## config.mk

```make
export PLATFORM = sky130hd
export DESIGN_NAME = keymat_scanner
export DESIGN_NICKNAME = d
export VERILOG_FILES = /design/src/rtl/keymat_pkg.sv /design/src/rtl/keymat_tick_gen.sv /design/src/rtl/keymat_row_filter.sv /design/src/rtl/keymat_scan_ctr.sv /design/src/rtl/keymat_key_encoder.sv /design/src/rtl/keymat_scanner.sv
export SDC_FILE = /design/constraint.sdc
export NUM_CORES = 1
export LEC_CHECK = 0
export BUFFER_PORTS_ARGS = -buffer_cell sky130_fd_sc_hd__clkbuf_2
export CAP_MARGIN = 20
export CORE_MARGIN = 3
export CORE_UTILIZATION = 60
export CTS_CLUSTER_SIZE = 40
export DETAILED_ROUTE_END_ITERATION = 8
export PLACE_DENSITY = 0.89
export RECOVER_POWER = 50
export SLEW_MARGIN = 20
export SYNTH_ARGS = -nofsm -noshare
export SYNTH_HDL_FRONTEND = slang
export SYNTH_SLANG_ARGS = --single-unit
```

## constraint.sdc

```tcl
create_clock -name clk_i -period 3.65 [get_ports clk_i]
set_clock_uncertainty 0.2 [all_clocks]
set_input_delay 0.1825 -clock clk_i [delete_from_list [all_inputs] [get_ports clk_i]]
set_output_delay 0.1825 -clock clk_i [all_outputs]
set_load 0.005 [all_outputs]
```

## src/rtl/keymat_pkg.sv

```systemverilog
`timescale 1ns/1ps
package keymat_pkg;

   typedef enum logic {
      DRV_HIGH = 1'b0,
      DRV_LOW  = 1'b1
   } drive_pol_e;

   function automatic bit is_pow2(input int v);
      return (v > 0) && ((v & (v - 1)) == 0);
   endfunction

endpackage

```

## src/rtl/keymat_tick_gen.sv

```systemverilog
`timescale 1ns/1ps
module keymat_tick_gen #(
   parameter int unsigned DIV = 4
) (
   input  logic clk_i,
   input  logic rst_i,
   output logic tick_o
);
   localparam int unsigned CNT_W = (DIV > 2) ? $clog2(DIV) : 1;
   localparam logic [CNT_W-1:0] LAST = CNT_W'(DIV - 1);

   logic [CNT_W-1:0] cnt_q;

   generate
      if (DIV < 2) begin : g_bad_div
         $error("keymat_tick_gen: DIV must be at least 2");
      end
   endgenerate

   assign tick_o = (cnt_q == LAST);

   always_ff @(posedge clk_i) begin
      if (rst_i) begin
         cnt_q <= '0;
      end else if (tick_o) begin
         cnt_q <= '0;
      end else begin
         cnt_q <= cnt_q + CNT_W'(1);
      end
   end
endmodule

```

## src/rtl/keymat_row_filter.sv

```systemverilog
`timescale 1ns/1ps
module keymat_row_filter #(
   parameter int unsigned SYNC_STAGES = 2,
   parameter int unsigned DEB_COUNT   = 16
) (
   input  logic clk_i,
   input  logic rst_i,
   input  logic tick_i,
   input  logic sense_n_i,
   output logic level_o,
   output logic press_accept_o
);
   localparam int unsigned CNT_W = (DEB_COUNT > 2) ? $clog2(DEB_COUNT) : 1;
   localparam logic [CNT_W-1:0] LAST = CNT_W'(DEB_COUNT - 1);

   logic [SYNC_STAGES-1:0] sync_q;
   logic [CNT_W-1:0]       run_q;
   logic                   level_q;
   logic                   sample;
   logic                   differ;
   logic                   run_done;

   generate
      if (SYNC_STAGES < 2) begin : g_bad_sync
         $error("keymat_row_filter: SYNC_STAGES must be at least 2");
      end
      if (DEB_COUNT < 2) begin : g_bad_deb
         $error("keymat_row_filter: DEB_COUNT must be at least 2");
      end
      for (genvar s = 0; s < SYNC_STAGES; s++) begin : g_sync
         if (s == 0) begin : g_first
            always_ff @(posedge clk_i) begin
               if (rst_i) sync_q[0] <= 1'b1;
               else       sync_q[0] <= sense_n_i;
            end
         end else begin : g_next
            always_ff @(posedge clk_i) begin
               if (rst_i) sync_q[s] <= 1'b1;
               else       sync_q[s] <= sync_q[s-1];
            end
         end
      end
   endgenerate

   assign sample   = ~sync_q[SYNC_STAGES-1];
   assign differ   = sample ^ level_q;
   assign run_done = (run_q == LAST);

   always_ff @(posedge clk_i) begin
      if (rst_i) begin
         level_q <= 1'b0;
         run_q   <= '0;
      end else if (tick_i) begin
         if (!differ) begin
            run_q <= '0;
         end else if (run_done) begin
            level_q <= sample;
            run_q   <= '0;
         end else begin
            run_q <= run_q + CNT_W'(1);
         end
      end
   end

   assign level_o        = level_q;
   assign press_accept_o = tick_i & differ & run_done & sample;
endmodule

```

## src/rtl/keymat_scan_ctr.sv

```systemverilog
`timescale 1ns/1ps
module keymat_scan_ctr
   import keymat_pkg::*;
#(
   parameter int unsigned COLS      = 4,
   parameter int unsigned DWELL     = 24,
   parameter drive_pol_e  DRIVE_POL = DRV_LOW,
   localparam int unsigned COL_W    = $clog2(COLS)
) (
   input  logic             clk_i,
   input  logic             rst_i,
   input  logic             tick_i,
   input  logic             freeze_i,
   output logic [COL_W-1:0] scan_idx_o,
   output logic [COLS-1:0]  col_drv_o
);
   localparam int unsigned DW_W = (DWELL > 2) ? $clog2(DWELL) : 1;
   localparam logic [DW_W-1:0] DW_LAST = DW_W'(DWELL - 1);

   logic [DW_W-1:0]  dwell_q, dwell_d;
   logic [COL_W-1:0] scan_q, scan_d;
   logic [COLS-1:0]  onehot_q, onehot_d;

   always_comb begin
      dwell_d = dwell_q;
      scan_d  = scan_q;
      if (tick_i) begin
         if (freeze_i) begin
            dwell_d = '0;
         end else if (dwell_q == DW_LAST) begin
            dwell_d = '0;
            scan_d  = scan_q + COL_W'(1);
         end else begin
            dwell_d = dwell_q + DW_W'(1);
         end
      end
      onehot_d         = '0;
      onehot_d[scan_d] = 1'b1;
   end

   always_ff @(posedge clk_i) begin
      if (rst_i) begin
         dwell_q  <= '0;
         scan_q   <= '0;
         onehot_q <= COLS'(1);
      end else begin
         dwell_q  <= dwell_d;
         scan_q   <= scan_d;
         onehot_q <= onehot_d;
      end
   end

   generate
      if (DRIVE_POL == DRV_LOW) begin : g_drive_low
         assign col_drv_o = ~onehot_q;
      end else begin : g_drive_high
         assign col_drv_o = onehot_q;
      end
   endgenerate

   assign scan_idx_o = scan_q;
endmodule

```

## src/rtl/keymat_key_encoder.sv

```systemverilog
`timescale 1ns/1ps
module keymat_key_encoder #(
   parameter int unsigned ROWS   = 4,
   parameter int unsigned COL_W  = 2,
   localparam int unsigned ROW_W = $clog2(ROWS),
   localparam int unsigned CODE_W = COL_W + ROW_W
) (
   input  logic              clk_i,
   input  logic              rst_i,
   input  logic [ROWS-1:0]   row_level_i,
   input  logic [COL_W-1:0]  scan_idx_i,
   output logic              key_valid_o,
   output logic [CODE_W-1:0] key_code_o
);
   logic [ROW_W-1:0]  row_idx;
   logic              any_row;
   logic              held_q;
   logic              valid_q;
   logic [CODE_W-1:0] code_q;

   always_comb begin
      row_idx = '0;
      for (int r = ROWS - 1; r >= 0; r--) begin
         if (row_level_i[r]) row_idx = ROW_W'(r);
      end
   end

   assign any_row = |row_level_i;

   always_ff @(posedge clk_i) begin
      if (rst_i) begin
         held_q  <= 1'b0;
         valid_q <= 1'b0;
         code_q  <= '0;
      end else begin
         held_q  <= any_row;
         valid_q <= any_row & ~held_q;
         if (any_row && !held_q) code_q <= {scan_idx_i, row_idx};
      end
   end

   assign key_valid_o = valid_q;
   assign key_code_o  = code_q;
endmodule

```

## src/rtl/keymat_scanner.sv

```systemverilog
`timescale 1ns/1ps
module keymat_scanner
   import keymat_pkg::*;
#(
   parameter int unsigned COLS        = 4,
   parameter int unsigned ROWS        = 4,
   parameter int unsigned TICK_DIV    = 50000,
   parameter int unsigned DEB_COUNT   = 16,
   parameter int unsigned SCAN_DWELL  = 24,
   parameter int unsigned SYNC_STAGES = 2,
   parameter drive_pol_e  DRIVE_POL   = DRV_LOW,
   localparam int unsigned COL_W      = $clog2(COLS),
   localparam int unsigned ROW_W      = $clog2(ROWS),
   localparam int unsigned CODE_W     = COL_W + ROW_W
) (
   input  logic              clk_i,
   input  logic              rst_i,
   input  logic [ROWS-1:0]   row_sense_n_i,
   output logic [COLS-1:0]   col_drive_o,
   output logic              key_valid_o,
   output logic [CODE_W-1:0] key_code_o
);
   logic              sample_tick;
   logic [ROWS-1:0]   row_level;
   logic [ROWS-1:0]   row_accept;
   logic [COL_W-1:0]  scan_idx;
   logic              freeze;

   generate
      if (!is_pow2(COLS) || COLS < 2) begin : g_bad_cols
         $error("keymat_scanner: COLS must be a power of two, at least 2");
      end
      if (!is_pow2(ROWS) || ROWS < 2) begin : g_bad_rows
         $error("keymat_scanner: ROWS must be a power of two, at least 2");
      end
      if (TICK_DIV < SYNC_STAGES + 1) begin : g_bad_tick
         $error("keymat_scanner: TICK_DIV must exceed the synchronizer depth");
      end
      if (SCAN_DWELL <= DEB_COUNT) begin : g_bad_dwell
         $error("keymat_scanner: SCAN_DWELL must exceed DEB_COUNT");
      end
   endgenerate

   keymat_tick_gen #(.DIV(TICK_DIV)) u_tick (
      .clk_i  (clk_i),
      .rst_i  (rst_i),
      .tick_o (sample_tick)
   );

   generate
      for (genvar r = 0; r < ROWS; r++) begin : g_row
         keymat_row_filter #(
            .SYNC_STAGES (SYNC_STAGES),
            .DEB_COUNT   (DEB_COUNT)
         ) u_filter (
            .clk_i          (clk_i),
            .rst_i          (rst_i),
            .tick_i         (sample_tick),
            .sense_n_i      (row_sense_n_i[r]),
            .level_o        (row_level[r]),
            .press_accept_o (row_accept[r])
         );
      end
   endgenerate

   // Freeze on the tick that accepts a press, so the column cannot step away
   assign freeze = (|row_level) | (|row_accept);

   keymat_scan_ctr #(
      .COLS      (COLS),
      .DWELL     (SCAN_DWELL),
      .DRIVE_POL (DRIVE_POL)
   ) u_scan (
      .clk_i      (clk_i),
      .rst_i      (rst_i),
      .tick_i     (sample_tick),
      .freeze_i   (freeze),
      .scan_idx_o (scan_idx),
      .col_drv_o  (col_drive_o)
   );

   keymat_key_encoder #(
      .ROWS  (ROWS),
      .COL_W (COL_W)
   ) u_enc (
      .clk_i       (clk_i),
      .rst_i       (rst_i),
      .row_level_i (row_level),
      .scan_idx_i  (scan_idx),
      .key_valid_o (key_valid_o),
      .key_code_o  (key_code_o)
   );
endmodule

```

After elaboration in Yosys (flattened, before gate mapping)

Cells that the tools add are included.

$add $sub $neg: 7
$lt $le $gt $ge: 2
Eq/ne operators: 6
Mux-type cells: 19
Bitwise logic cells: 24
Reductions and logical operators: 10

Operators with widths:

| kind                  | count |
|---|---|
| $mux 4                | 8 |
| $add 16x1->16 const B | 1 |
| $add 4x1->4 const B   | 4 |
| $eq 16x16->1 const B  | 1 |
| $eq 4x4->1 const B    | 4 |
| $mux 2                | 7 |
| $and 1x1->1           | 13 |
| $reduce_and 3->1      | 4 |
| $mux 5                | 2 |
| $reduce_or 4->1       | 2 |
| $add 5x1->5 const B   | 1 |
| $eq 5x5->1 const B    | 1 |
| $not 1->1             | 5 |
| $not 4->4             | 1 |
| $xor 1x1->1           | 4 |
| $lt 2x3->1 const B    | 1 |
| $add 2x1->2 const B   | 1 |
| $demux 1 s2           | 1 |
| $ge 2x1->1 const B    | 1 |
| $logic_and 1x1->1     | 2 |
| $reduce_or 2->1       | 1 |
| $logic_not 1->1       | 1 |
| $mux 1                | 1 |
| $or 1x1->1            | 1 |

Flip-flop bits (word level): 61
Input bits: 6
Output and inout port bits: 9
Word-level logic and storage cells: 91

Depth between registers and ports, before layout

Depth in word-level cells: 13
Depth in mapped cells: 9
Mapped depth without buffers: 6

Cells and area by module

From an unflattened synthesis, not the netlist that was laid out.

Cell total of the unflattened synthesis: 317
Area total of the unflattened synthesis: 2,813.9 um^2

By module, submodules not included:

| module             | times used | cells each | area an instance (um^2) | seq. area each (um^2) |
|---|---|---|---|---|
| keymat_row_filter  | 4          | 37         | 331.6                   | 140.1 |
| keymat_tick_gen    | 1          | 81         | 710.7                   | 320.3 |
| keymat_scan_ctr    | 1          | 61         | 531.8                   | 220.2 |
| keymat_key_encoder | 1          | 24         | 229.0                   | 120.1 |
| keymat_scanner     | 1          | 3          | 16.3                    | 0.0 |

Worst setup path before layout

Ideal clock, no wire load.

Path kind: flip-flop to flip-flop
Start point: register g_row[1].u_filter.level_q
End point: register u_scan.onehot_q[1]
Library setup time: 0.115 ns
Arrival time: 1.840 ns
Data required time: 3.335 ns
Path slack: 1.495 ns
Stages on the path, launching flop included: 7
Path buffers: 1
Period minus slack after synthesis: 2.155 ns
Path through: dfxtp_1 buf_6 nor4_4 o211ai_4 nor4_4 mux2_4 and2_1

Longest elaborated chain between the ends: 12
Elaborated cells between the ends (all ways): 14
Classes of those cells: order compare (2); mux (4); bitwise (5); reduce/logical (3)

RTL lines:

| element                                                               | line                    | source |
|---|---|---|
| start, declared                                                       | keymat_row_filter.sv:18 | `logic level_q;` |
| start signal, assigned                                                | keymat_row_filter.sv:57 | `level_q <= sample;` |
| $xor 1x1->1                                                           | keymat_row_filter.sv:46 | `assign differ = sample ^ level_q;` |
| $and 1x1->1 (3 in series)                                             | keymat_row_filter.sv:66 | `assign press_accept_o = tick_i & differ & run_done & sample;` |
| $reduce_or 4->1                                                       | keymat_scanner.sv:67    | `assign freeze = (\|row_level) \| (\|row_accept);` |
| $or 1x1->1 *                                                          | keymat_scanner.sv:67    |  |
| $mux 2 *                                                              | keymat_scan_ctr.sv:28   | `if (freeze_i) begin` |
| $mux 2 *                                                              | keymat_scan_ctr.sv:27   | `if (tick_i) begin` |
| $lt 2x3->1 (not written as such) / $ge 2x1->1 (equally long branches) | keymat_scan_ctr.sv:38   | `onehot_d[scan_d] = 1'b1;` |
| $logic_and 1x1->1 (not written as such)                               | keymat_scan_ctr.sv:38   |  |
| $mux 1 (not written as such)                                          | keymat_scan_ctr.sv:38   |  |
| $demux 1 s2 *                                                         | -                       |  |
| end signal, assigned                                                  | keymat_scan_ctr.sv:49   | `onehot_q <= onehot_d;` |
| end, declared                                                         | keymat_scan_ctr.sv:22   | `logic [COLS-1:0] onehot_q, onehot_d;` |

Mark *: on every way between the ends. The rest lies on a longest branch, timed or not.
A chain may end at the register's enable or synchronous reset.

Worst setup path in the final report

Start point: register u_tick.cnt_q[0]
End point: register u_tick.cnt_q[3]

Longest elaborated chain between the ends: 2
Elaborated cells between the ends (all ways): 3
Classes of those cells: add/sub (1); eq/ne (1); reduce/logical (1)

RTL lines:

| element                                                               | line                  | source |
|---|---|---|
| start, declared                                                       | keymat_tick_gen.sv:12 | `logic [CNT_W-1:0] cnt_q;` |
| start signal, assigned                                                | keymat_tick_gen.sv:28 | `cnt_q <= cnt_q + CNT_W'(1);` |
| parallel branches: the longest is 2 deep, another holds $add 16x1->16 | -                     |  |

Parallel ways; which one is timed is not known.

==> flow_metrics.tcl <==
set metrics [dict create \
    place_hpwl_um 3367 \
    cpMaxStageDelayCell "clkbuf_1" \
    timing_worst_setup_path_type "register to register" \
    vias 2153 \
    numCtsBuffers 9 \
    synthSimpleGateAreaFrac_pct 29.24 \
    gp_congestion 0.7711 \
    viasPerCell 5.621 \
    multi_input_area_sq_um 1339 \
    netSwitchingFraction_pct 20.13 \
    netlist_instances 314 \
    violations "max-capacitance violations, max-slew violations" \
    grt_overflow 0 \
    synth-adder-area-share_pct 2.802 \
    fin_crit_sh_pct 75.91 \
    cts_hold_buf 4 \
    crit_required_ns 3.71 \
    intPower_mw 1.218 \
    root_buffer "clkbuf_8" \
    finalMaxSlewViolations 46 \
    cp_num_buf_inv 1 \
    row_count 23 \
    pwr-share-clk_pct 52.8 \
    clock_sinks 61 \
    setup_tns_ns 0 \
    rsz0062_at_grt "false" \
    drt-initial-drc-count 151 \
    combPwrFrac_pct 2.4 \
    leakage_nw 1.129 \
    max-vdd-ir-drop_mv 0.3381 \
    clock_latency_ns 0.35 \
    dieArea_sq_um 5303 \
    synth_cell_types 40 \
    final_nets 340 \
    syn_avg_cell_area_sq_um 8.531 \
    crit_fanout 25 \
    hold_path_class "register to register" \
    gr-usage-all-layers_pct 22.92 \
    grt_pass1_vias 2155 \
    seqCellArea_sq_um 1221 \
    power_frac_seq_pct 44.8 \
    numPortBuffers 14 \
    cts_resized 0 \
    fin_crit_ns 2.771 \
    timing.max_cap.violations 1 \
    crit_chain "ha_1 -> and3_1 -> nand4_1 -> clkbuf_1 -> nand2_1 -> nor2_1" \
    synth_edf_count 0 \
    synthFlopType "dfxtp_1" \
    nFillCells 311 \
    grt_pass1_wl_um 9308 \
    syn_area_sq_um 2679 \
    fmax_mhz 360.9 \
    grt_max_degree 46 \
    synth_xor_area_share_pct 6.539 \
    synth-seq-cells 61 \
    slowest_delay_ns 0.75 \
    synth_compound_area_share_pct 10.42 \
    cellPowerDensity_nw_per_um2 500.4 \
    drc 0 \
    fin_util_pct 73.55 \
    status "finished, violations left" \
    antenna_found_initial 0 \
    start_util_pct 64.64 \
    antenna_cells 0 \
    p_switching_mw 0.3070 \
    crit_family "simple AND/OR/NAND/NOR gates" \
    worst_pin_slew_ns 1.803 \
    ios 15 \
    drive_gt1_share_pct 12.61 \
    tritoncts "done" \
    synthArstFlopShare_pct 0 \
    ant_nets 0 \
    syn_nets 326 \
    coreArea_sq_um 4144 \
    cts_setup_buffers 0 \
    final_hold_viol_count 0 \
    die_h_um 72.82 \
    setup_viol 0 \
    first_pass_iters 4 \
    start_kind "register" \
    detail_route.wl_per_cell_um 13.69 \
    arrival_ns 2.83 \
    synth_top_family_by_area "simple AND/OR/NAND/NOR gates" \
    clk_pin_slew_ns 0.07 \
    clock_path_buffers 2 \
    synth_mux_area_share_pct 0.9809 \
    ys_seq_area_share_pct 45.59 \
    yosysWarnings 0 \
    synthToLayoutAreaGrowth_pct 13.78 \
    wirelength_um 5245 \
    worst-r2r-setup-slack_ns 0.88 \
    dieWidth_um 72.82 \
    htree_levels 3 \
    slew_headroom_pct -20.22 \
    critical_path.endpoint_type "register" \
]
==> placed cells by master, fill, tap and decap left out, types with 2 or more instances in the layout <==
master         instances
xnor2_1               11
nor2_1                52
inv_1                 13
nor3_1                 4
or3_1                  2
nand3_1               22
or2_2                 10
nand2_1               25
clkbuf_8               9
dfxtp_1               61
a31oi_1                7
nand4b_1               4
clkbuf_1               7
a211oi_1               4
ha_1                   6
and4_1                 2
nor2b_1                2
a21oi_1               19
o21ai_0                9
clkinv_4               2
and3_1                 8
nand3b_1               3
nand4_1                6
nor4_4                 2
dlygate4sd3_1          4
xor2_1                 9
or4_1                  2
clkbuf_2               8
and2_1                 2
bufinv_16              4
==> power by group through the flow <==
stage / clock, mW / combinational [mW] / sequential [mW]
after floorplan: 0 / 0.0262 / 0.696
after global routing: 0.847 / 0.0424 / 0.684
after CTS: 0.815 / 0.0368 / 0.682
after global placement: 0 / 0.0321 / 0.697
after detailed placement: 0 / 0.0327 / 0.698
final: 0.806 / 0.0369 / 0.683
==> final cells by class <==
| class | instances | area share [%] |
|---|---|---|
| Timing Repair Buffer | 19 | 3.489 |
| Tap cell | 50 | 2.053 |
| Clock buffer | 9 | 4.064 |
| Inverter | 13 | 1.601 |
| Multi-Input combinational cell | 224 | 43.92 |
| Sequential cell | 61 | 40.07 |
| Clock inverter | 7 | 4.803 |
==> routing by layer <==
| layer | up-vias | track usage, % | share of wire, % |
|---|---|---|---|
| li1 | 1102 | - | - |
| met1 | 1004 | 25.15 | 44 |
| met2 | 35 | 38.28 | 49 |
| met3 | 12 | 9.229 | 4.1 |
| met4 | 0 | 11.27 | 2.5 |
| met5 | - | 0 | 0 |
==> through the flow <==
step | hold slack, ns | worst slack (ns) | area [sq um] | power, mW | std cells
floorplan | 0.08631 | 1.495 | 2679 | 0.7222 | 314
global placement | 0.1655 | 1.369 | 2749 | 0.7295 | 363
detailed placement | 0.1682 | 1.243 | 2749 | 0.7304 | 363
CTS | 0.2113 | 1.156 | 3059 | 1.534 | 383
global route | 0.2346 | 0.6136 | 3048 | 1.573 | 383
finish | 0.2208 | 0.8794 | 3048 | 1.525 | 383
==> cells by family after synthesis <==
| group | Yosys count |
|---|---|
| simple gates | 151 |
| fa+ha+maj | 6 |
| flops | 61 |
| mux | 2 |
| compound gates | 45 |
| buf+inv | 29 |
| xor+xnor | 20 |
==> synth_stat cells (6+ instances only) <==
| cell type | count | share of area [%] |
|---|---|---|
| nand3_1 | 22 | 4.1 |
| inv_1 | 13 | 1.8 |
| ha_1 | 6 | 2.8 |
| nand2_1 | 25 | 3.5 |
| clkbuf_1 | 13 | 1.8 |
| xnor2_1 | 11 | 3.6 |
| nor2_1 | 52 | 7.3 |
| nand4_1 | 6 | 1.4 |
| and3_1 | 8 | 1.9 |
| a21oi_1 | 19 | 3.5 |
| a31oi_1 | 7 | 1.6 |
| dfxtp_1 | 61 | 46 |
| o21ai_0 | 9 | 1.7 |
| xor2_1 | 9 | 2.9 |
| or2_2 | 10 | 2.3 |
==> sequential cells by signal, summed over array words and instances (netlist names) <==
signal                  flops
u_scan.onehot_q             4
g_row.u_filter.sync_q       8
u_enc.key_code_o            4
u_scan.scan_idx_o           2
g_row.u_filter.level_o      4
u_enc.key_valid_o           1
u_enc.held_q                1
u_scan.dwell_q              5
u_tick.cnt_q               16
g_row.u_filter.run_q       16
==> final timing paths <==
| kind | from | endpoint | cells after the start |
|---|---|---|---|
| hold / removal | g_row[3].u_filter.sync_q[0] | g_row[3].u_filter.sync_q[1] | 1 |
| hold reg to reg | g_row[3].u_filter.sync_q[0] | g_row[3].u_filter.sync_q[1] | 1 |
| setup / recovery | u_tick.cnt_q[0] | u_tick.cnt_q[3] | 6 |
| setup reg to reg | u_tick.cnt_q[0] | u_tick.cnt_q[3] | 6 |
No activity file was read; power rests on OpenSTA's default activity.
